## src/rtl/cps_pkg.sv

```systemverilog
package cps_pkg;
   localparam int MAX_STEPS = 2;

   typedef enum logic [1:0] {
      ST_REST   = 2'd0,
      ST_CLROBF = 2'd1,
      ST_TAKE   = 2'd2,
      ST_STEP   = 2'd3
   } cps_state_e;

   localparam logic [7:0] OP_NOP  = 8'h10;
   localparam logic [7:0] OP_RD1  = 8'h11;
   localparam logic [7:0] OP_RD2  = 8'h12;
   localparam logic [7:0] OP_WR1  = 8'h13;
   localparam logic [7:0] OP_ECHO = 8'h14;

   localparam int EV_IBF = 0;
   localparam int EV_OBF = 1;
   localparam int EV_N   = 2;
endpackage

```

## src/rtl/cps_evt_hold.sv

```systemverilog
module cps_evt_hold (
   input  logic clk,
   input  logic rst_n,
   input  logic evt,
   input  logic en,
   input  logic ack,
   output logic pend
);
   always_ff @(posedge clk or negedge rst_n) begin
      if (!rst_n) pend <= 1'b0;
      else        pend <= (pend & ~ack) | (evt & en);
   end
endmodule

```

## src/rtl/cps_cmd_table.sv

```systemverilog
module cps_cmd_table #(
   parameter int DW          = 8,
   parameter int IW          = 2,
   parameter bit ECHO_INVERT = 1'b1
) (
   input  logic [DW-1:0] cmd,
   input  logic [IW-1:0] idx,
   input  logic [DW-1:0] scratch,
   input  logic [DW-1:0] echo_val,
   output logic [IW-1:0] n_steps,
   output logic          is_send,
   output logic [DW-1:0] send_byte
);
   import cps_pkg::*;

   logic [DW-1:0] echo_ret;

   generate
      if (ECHO_INVERT) begin : g_echo_inv
         assign echo_ret = ~echo_val;
      end else begin : g_echo_plain
         assign echo_ret = echo_val;
      end
   endgenerate

   always_comb begin
      n_steps   = '0;
      is_send   = 1'b0;
      send_byte = '0;
      if (cmd == DW'(OP_RD1)) begin
         n_steps   = IW'(1);
         is_send   = 1'b1;
         send_byte = scratch;
      end else if (cmd == DW'(OP_RD2)) begin
         n_steps   = IW'(2);
         is_send   = 1'b1;
         send_byte = (idx == '0) ? scratch : ~scratch;
      end else if (cmd == DW'(OP_WR1)) begin
         n_steps   = IW'(1);
      end else if (cmd == DW'(OP_ECHO)) begin
         n_steps   = IW'(2);
         is_send   = (idx != '0);
         send_byte = echo_ret;
      end
   end
endmodule

```

## src/rtl/cps_seq.sv

```systemverilog
module cps_seq #(
   parameter int          DW           = 8,
   parameter logic [7:0]  SCRATCH_INIT = 8'h3C,
   parameter bit          ECHO_INVERT  = 1'b1
) (
   input  logic          clk,
   input  logic          rst_n,
   input  logic          ibf_evt,
   input  logic          obf_evt,
   input  logic          mb_ibf,
   input  logic          mb_obf,
   input  logic          mb_is_cmd,
   input  logic [DW-1:0] mb_in_byte,
   output logic          clr_ibf,
   output logic          clr_obf,
   output logic          out_we,
   output logic [DW-1:0] out_byte,
   output logic          obf_ie
);
   import cps_pkg::*;

   localparam int IW = $clog2(MAX_STEPS + 1);

   generate
      if (DW < 8) begin : g_bad_dw
         $error("cps_seq: DW must be at least 8");
      end
   endgenerate

   cps_state_e      st;
   logic            active;
   logic            take_cmd;
   logic [DW-1:0]   cmd;
   logic [IW-1:0]   idx;
   logic [DW-1:0]   scratch;
   logic [DW-1:0]   echo_val;
   logic [IW-1:0]   n_steps;
   logic            is_send;
   logic [DW-1:0]   send_byte;
   logic            more_left;

   logic [EV_N-1:0] evt_v, en_v, ack_v, pend;

   assign evt_v[EV_IBF] = ibf_evt;
   assign evt_v[EV_OBF] = obf_evt;
   assign en_v[EV_IBF]  = 1'b1;
   assign en_v[EV_OBF]  = obf_ie;
   assign ack_v[EV_IBF] = (st == ST_REST) && pend[EV_IBF];
   assign ack_v[EV_OBF] = (st == ST_REST) && !pend[EV_IBF] && pend[EV_OBF];

   for (genvar g = 0; g < EV_N; g++) begin : g_hold
      cps_evt_hold u_hold (
         .clk  (clk),
         .rst_n(rst_n),
         .evt  (evt_v[g]),
         .en   (en_v[g]),
         .ack  (ack_v[g]),
         .pend (pend[g])
      );
   end

   cps_cmd_table #(.DW(DW), .IW(IW), .ECHO_INVERT(ECHO_INVERT)) u_table (
      .cmd      (cmd),
      .idx      (idx),
      .scratch  (scratch),
      .echo_val (echo_val),
      .n_steps  (n_steps),
      .is_send  (is_send),
      .send_byte(send_byte)
   );

   assign more_left = active && (idx < n_steps);
   assign clr_obf   = (st == ST_CLROBF) && mb_obf;
   assign clr_ibf   = (st == ST_TAKE);
   assign out_we    = (st == ST_STEP) && more_left && is_send;
   assign out_byte  = send_byte;

   always_ff @(posedge clk or negedge rst_n) begin
      if (!rst_n) begin
         st       <= ST_REST;
         active   <= 1'b0;
         take_cmd <= 1'b0;
         cmd      <= '0;
         idx      <= '0;
         scratch  <= DW'(SCRATCH_INIT);
         echo_val <= '0;
         obf_ie   <= 1'b0;
      end else begin
         unique case (st)
            ST_REST: begin
               if (ack_v[EV_IBF]) begin
                  take_cmd <= mb_is_cmd;
                  st       <= mb_is_cmd ? ST_CLROBF : ST_TAKE;
               end else if (ack_v[EV_OBF]) begin
                  st <= active ? ST_STEP : ST_REST;
               end
            end
            ST_CLROBF: begin
               active <= 1'b0;
               obf_ie <= 1'b0;
               st     <= ST_TAKE;
            end
            ST_TAKE: begin
               if (take_cmd) begin
                  cmd    <= mb_in_byte;
                  idx    <= '0;
                  active <= 1'b1;
                  st     <= ST_STEP;
               end else if (more_left && !is_send) begin
                  if (cmd == DW'(OP_WR1))  scratch  <= mb_in_byte;
                  if (cmd == DW'(OP_ECHO)) echo_val <= mb_in_byte;
                  idx <= idx + 1'b1;
                  st  <= ST_STEP;
               end else begin
                  st <= ST_REST;
               end
            end
            ST_STEP: begin
               st <= ST_REST;
               if (!more_left) begin
                  active <= 1'b0;
                  obf_ie <= 1'b0;
               end else if (is_send) begin
                  idx <= idx + 1'b1;
                  if (idx + 1'b1 >= n_steps) begin
                     active <= 1'b0;
                     obf_ie <= 1'b0;
                  end else begin
                     obf_ie <= 1'b1;
                  end
               end else begin
                  obf_ie <= 1'b0;
               end
            end
            default: st <= ST_REST;
         endcase
      end
   end
endmodule

```

## config.mk

```make
export PLATFORM = sky130hd
export DESIGN_NAME = cps_seq
export DESIGN_NICKNAME = d
export VERILOG_FILES = /design/src/rtl/cps_pkg.sv /design/src/rtl/cps_evt_hold.sv /design/src/rtl/cps_cmd_table.sv /design/src/rtl/cps_seq.sv
export SDC_FILE = /design/constraint.sdc
export NUM_CORES = 1
export LEC_CHECK = 0
export ABC_AREA = 1
export BUFFER_PORTS_ARGS = -buffer_cell sky130_fd_sc_hd__buf_2
export CAP_MARGIN = 15
export CORE_ASPECT_RATIO = 0.5
export CORE_MARGIN = 2
export CORE_UTILIZATION = 50
export CTS_BUF_LIST = sky130_fd_sc_hd__clkbuf_2 sky130_fd_sc_hd__clkbuf_4 sky130_fd_sc_hd__clkbuf_8
export DETAILED_ROUTE_END_ITERATION = 10
export GPL_TIMING_DRIVEN = 0
export PLACE_DENSITY = 0.77
export SETUP_SLACK_MARGIN = 0.02
export SLEW_MARGIN = 20
export SYNTH_ARGS = -nofsm -noshare
export SYNTH_HDL_FRONTEND = slang
export SYNTH_HIERARCHICAL = 1
export SYNTH_SLANG_ARGS = --single-unit
```

## constraint.sdc

```tcl
create_clock -name clk -period 2.3 [get_ports clk]
set_input_delay 0.23 -clock clk [delete_from_list [all_inputs] [get_ports clk]]
set_output_delay 0.23 -clock clk [all_outputs]
set_load 0.1 [all_outputs]
```

### Word-level counts from Yosys, hierarchy flattened

Index checks and enable logic that the tools add are counted.

* bits in registers: 33
* output and inout port bits: 12
* input port bits: 15

* $add $sub $neg: 1
* mux-type cells: 34
* equal/unequal tests: 14
* bitwise logic cells: 10
* order comparisons: 2
* reductions and logical operators: 22

Operators by type and width (number)
* 8-bit two-way mux: 5
* 8-bit by 5-bit == test with 1-bit output, second input constant: 4
* 2-bit two-way mux: 14
* 8-bit inverter: 2
* 4-bit AND reduction: 4
* 1-bit two-way mux: 11
* 1-bit logical AND: 8
* 2-bit case mux with 4 select lines: 1
* 3-bit by 1-bit != test with 1-bit output, second input constant: 2
* 2-bit nonzero test: 3
* 2-bit == test, second input constant: 2
* 2-bit logical NOT: 2
* 2-bit != test, second input constant: 2
* 2-bit case mux with 2 select lines: 1
* 2-bit AND reduction: 2
* 1-bit AND: 3
* 3-bit by 2-bit != test with 1-bit output, second input constant: 1
* 3-bit != test, second input constant: 1
* 1-bit inverter: 3
* 1-bit case mux with 3 select lines: 1
* 3-bit nonzero test: 1
* 2-bit by 1-bit adder with 2-bit output, second input constant: 1
* 2-bit by 1-bit == test with 1-bit output, second input constant: 1
* 2-bit >= comparator: 1
* 5 further kinds: 7

### Logic depth before layout (Yosys ltp)

* word-level depth: 11
* gate-level depth with buffers: 15
* mapped depth without buffers: 15

### Cells and area by module

Netlist, hierarchy kept.

By module, submodules not included
* cps_seq: area an instance 1595.3 µm², cells an instance 183, instances 1, sequential area each 780.7 µm²
* cps_cmd_table: area an instance 568.0 µm², cells an instance 104, instances 1, sequential area each 0.0 µm²
* cps_evt_hold: area an instance 40.0 µm², cells an instance 5, instances 2, sequential area each 25.0 µm²

### Least setup slack after synthesis

No wires, ideal clock.

* path type: register -> register
* from: register cmd[7]
* to: register obf_ie
* slack: -783 ps
* required time: 2217 ps
* clock period less this slack: 3083 ps
* path buffers: 1
* stages on the path, launching flop included: 14
* library setup time: 83 ps
* arrival: 3001 ps
* cells stage by stage: dfrtp_1 nor2_2 inv_2 nor2_8 buf_12 nand2_1 nand2_1 inv_1 ha_1 nand2_1 nand3_1 nor2_1 nand3_1 o21ai_0

* cells in the longest elaborated chain, start to end: 10

RTL lines
* start: declaration: RTL line cps_seq.sv:33 `logic [DW-1:0] cmd;`
* start signal: assignment: RTL line cps_seq.sv:105 `cmd <= mb_in_byte;`
* 8-bit by 5-bit == test with 1-bit output: RTL line cps_cmd_table.sv:40 `end else if (cmd == DW'(OP_ECHO)) begin`
* 2-bit two-way mux: RTL line cps_cmd_table.sv:40
* 2-bit two-way mux: RTL line cps_cmd_table.sv:38 `end else if (cmd == DW'(OP_WR1)) begin`
* 2-bit two-way mux: RTL line cps_cmd_table.sv:34 `end else if (cmd == DW'(OP_RD2)) begin`
* 2-bit two-way mux *: RTL line cps_cmd_table.sv:30 `if (cmd == DW'(OP_RD1)) begin`
* via n_steps[1]: RTL line cps_seq.sv:37 `logic [IW-1:0] n_steps;`
* 2-bit >= comparator: RTL line cps_seq.sv:125 `if (idx + 1'b1 >= n_steps) begin`
* 1-bit two-way mux: RTL line cps_seq.sv:125
* 1-bit two-way mux: RTL line cps_seq.sv:123 `end else if (is_send) begin`
* 1-bit two-way mux *: RTL line cps_seq.sv:120 `if (!more_left) begin`
* 1-bit case mux with 2 select lines *: RTL line cps_seq.sv:89 `unique case (st)`
* end signal: assignment: RTL line cps_seq.sv:122 `obf_ie <= 1'b0;`
* end signal: assignment: RTL line cps_seq.sv:127 `obf_ie <= 1'b0;`
* end signal: assignment: RTL line cps_seq.sv:129 `obf_ie <= 1'b1;`
* end: declaration: RTL line cps_seq.sv:18 `output logic obf_ie`

The timed path passes the listed nets; every way through them passes the cells marked *.
A chain may end at the register's enable or synchronous reset.

### Worst setup path in the final report

* from: register cmd[4]
* to: output port out_we

* cells in the longest elaborated chain, start to end: 9

RTL lines
* 8-bit by 5-bit == test with 1-bit output: RTL line cps_cmd_table.sv:40
* 2-bit two-way mux: RTL line cps_cmd_table.sv:40
* 2-bit two-way mux: RTL line cps_cmd_table.sv:38
* 2-bit two-way mux: RTL line cps_cmd_table.sv:34
* 2-bit two-way mux *: RTL line cps_cmd_table.sv:30
* via n_steps[1]: RTL line cps_seq.sv:37
* 2-bit < comparator *: RTL line cps_seq.sv:72 `assign more_left = active && (idx < n_steps);`
* 1-bit logical AND *: RTL line cps_seq.sv:72
* 1-bit logical AND * (2 in series): RTL line cps_seq.sv:75 `assign out_we = (st == ST_STEP) && more_left && is_send;`
* end: declaration: RTL line cps_seq.sv:16 `output logic out_we,`

Marked as above.

==> flow_summary_export.csv <==
group,metric,value,unit
run_status,outcome,"finished, violations left",
run_status,violations,"negative hold slack",
sta,hold_violations,2,
synthesis,synth_nets,316,
sta,finalSetupViolations,0,
power_and_ir_drop,swShare,46.7,%
route,first_pass_iters,4,
die,rows,17,
power_and_ir_drop,power_density,1050,mW/mm2
route,wl_per_cell,13.1,um
die,die-area,0.00507,mm2
critical_path,startpoint_type,"flip-flop",
sta,fin_worst_skew,0.00541,ns
clocking,cts_sinks,33,
route,routed_wirelength,5.25,mm
final_layout,area_growth_syn_to_layout,22.6,%
flow_run,maxCapViolCount,0,
critical_path,crit_slowest_cell,"dfrtp_1",
final_layout,final_area,0.00275,mm2
power_and_ir_drop,p_seq_share,31.0,%
synthesis,synth_most_common_cell,"nand2_1",
critical_path,path_max_fanout,4,
power_and_ir_drop,power.share.clock,20.1,%
grt,grt_overflow,0,
clocking,cts_max_level,2,
die,initial_utilization,51.4,%
sta,max_freq,435,MHz
sta,rsz0062_at_grt,"yes",
critical_path,critPathRequiredTime,2.07,ns
clocking,cts_tree,"done",
critical_path,cp_common_cell,"nor2_4",
placement,portBuffers,25,
placement,hpwlAfterDp,3.63,mm
final_layout,finalNonFillerCells,402,
grt,grt_pass1_wl,8.67,mm
synthesis,synth_common_cells,"nand2_1, inv_1, dfrtp_1, nand3_1, nor2_1",
route,drt_iter0_drc,135,
placement,routabilityCongestion,0.816,
clocking,root_buffer,"clkbuf_8",
synthesis,ys_ff_latch,33,
synthesis,synth_area_per_cell,7.55,um2
grt,grt_max_degree,34,
die,core,0.00436,mm2
clocking,path_clk_slew,0.07,ns
sta,period_minus_slack,2.30,ns
sta,slew_violations,0,
sta,slew-limit-headroom,50.4,%
placement,dp.cells,379,
die,die-height,51.4,um
clocking,worst_skew_pair.late_latency,0.29,ns
synthesis,synth_area_leaders,"dfrtp_1, nand2_1, inv_1, nand3_2, o21ai_2",
final_layout,layout-drive-gt1-share,35.7,%
critical_path,crit_chain,"inv_1, nor2_2, nand2_2, nor2_4, inv_2, nand2_2, inv_2, ha_4, nor2_4, nand3_4, nor2_4, buf_12",
power_and_ir_drop,p_int,1550,uW
synthesis,post-synth-top-area-fraction,32.3,%
final_layout,antenna_cells,0,
sta,hold_slack,-0.00158,ns
final_layout,nNetsFinal,363,
route,ant_nets,0,
critical_path,criticalPathCategory,"reg -> out",
synthesis,syn_inst,297,
synthesis,synth.largest_area_cell,"dfrtp_1",
die,dieWidth,98.7,um
synthesis,synth-edff-count,0,
synthesis,ys_seq_area_share,37.0,%
critical_path,cp-end-kind,"output port",
grt,grtUsageTotal,22.3,%
synthesis,synth.distinct_cells,24,
power_and_ir_drop,power.leakage,0.00161,uW
min_path,hp-class,"in -> async",
clocking,cts_buffers,5,
route,num_vias,2004,
route,routed_via_density,4.99,
die,io_pins,27,
critical_path,r2r_slack,0.08,ns
sta,worst_pin_slew,0.744,ns
clocking,clk_path_buf_depth,2,
synthesis,synth_warnings,6,
synthesis,synth_ff_type,"dfrtp_1",
critical_path,critPathMaxStageDelay,0.41,ns
synthesis,netlist_area,0.00224,mm2
grt,grt_pass1_vias,1957,
power_and_ir_drop,switchingPower,1350,uW
clocking,cts_hold_buf,0,
critical_path,worst_ep_arrival_time,2.07,ns
placement,placed_area,0.00245,mm2
synthesis,synth-async-reset-ratio,100,%
sta,fin_crit_sh,100,%
power_and_ir_drop,combPwrFrac,48.8,%
power_and_ir_drop,ir_drop,0.631,mV
grt,antenna_found_initial,0,
route,remaining_drc_errors,0,
power_and_ir_drop,total_power,2900,uW
## cell usage in the layout (no fill, tap or decap), drive strengths merged, types with 3 or more instances in the layout
master and n:
buf 44, dfrtp 29, nand3b 3, nand3 35
nand4 3, nand2 104, inv 55, clkbuf 7
o21ai 23, ha 4, dfstp 4, nor2 28
## power groups by stage
stage	Combinational (uW)	Clock, uW	Sequential, uW
2_1_floorplan	1020	0	855
3_3_place_gp	1190	0	882
3_5_place_dp	1250	0	893
4_1_cts	1330	597	884
5_1_grt	1560	618	923
6_report	1420	583	899
## final timing paths
| check | startpoint | end | cells after the start |
|---|---|---|---|
| min reg2reg | echo_val[7]$_DFFE_PN0P_ | echo_val[7]$_DFFE_PN0P_ | 2 |
| min | rst_n | echo_val[4]$_DFFE_PN0P_ | 1 |
| max | cmd[4]$_DFFE_PN0P_ | out_we | 12 |
| min in group clk | ibf_evt | g_hold[0].u_hold/pend$_DFF_PN0_ | 3 |
| max in group asynchronous | rst_n | cmd[2]$_DFFE_PN0P_ | 1 |
| max reg2reg | cmd[4]$_DFFE_PN0P_ | echo_val[4]$_DFFE_PN0P_ | 15 |
## critical path: cells and delay by family, from the launching register on
family	cells	cell delay [ns]
and+or+nand+nor	7	0.84
DFF	1	0.41
buffers and inverters	4	0.35
adders and majority gates	1	0.16
## state kept, by name (all words and copies together) (netlist names), 2 cells and up
signal	cells
cmd	8
echo_val	8
g_hold.u_hold/pend	2
idx	2
scratch	8
st	2
## layer usage
| metal | global-route usage (%) | up-vias | wire (um) |
|---|---|---|---|
| met5 | 0 | - | 0 |
| met4 | 10.0 | 0 | 82 |
| met3 | 5.20 | 10 | 221 |
| met2 | 39.1 | 61 | 2690 |
| met1 | 26.5 | 922 | 2250 |
| li1 | - | 1011 | - |
## per-stage QoR
step | setup TNS [ns] | worst slack, ns | util (%)
finish | 0 | 0.000114 | 63.1
global route | -0.272 | -0.0948 | 63.1
CTS | 0 | 0.0201 | 61.5
detailed placement | -2.24 | -0.183 | 56.3
global placement | -1.18 | -0.117 | 56.3
floorplan | 0 | 0.0248 | -
## cell type report
cell class	count	area [um2]
Buffer	3	33.8
Tap cell	57	71.3
Clock inverter	1	30.0
Sequential cell	33	833
Timing Repair Buffer	41	260
Multi-Input combinational cell	205	1220
Inverter	55	206
Clock buffer	7	90.1
Fill cell	347	1610
## logic make-up (layout without fill, tap and decap cells)
group | Yosys count | count (layout) | synth area share [%]
flops | 33 | 33 | 37.0
simple gates | 174 | 174 | 40.5
fa+ha+maj | 4 | 4 | 2.23
compound gates | 25 | 25 | 7.92
other cells | 1 | 1 | 0.167
mux | 1 | 1 | 0.502
buf+inv | 59 | 107 | 11.6
## what timing repair did
action / in CTS / in global routing
pin swaps: 10 / 9
endpoints found under the setup margin: 17 / 17
resized for setup: 10 / 11
buffers inserted: 8 / 8
Power figures use the tool's default switching activity.
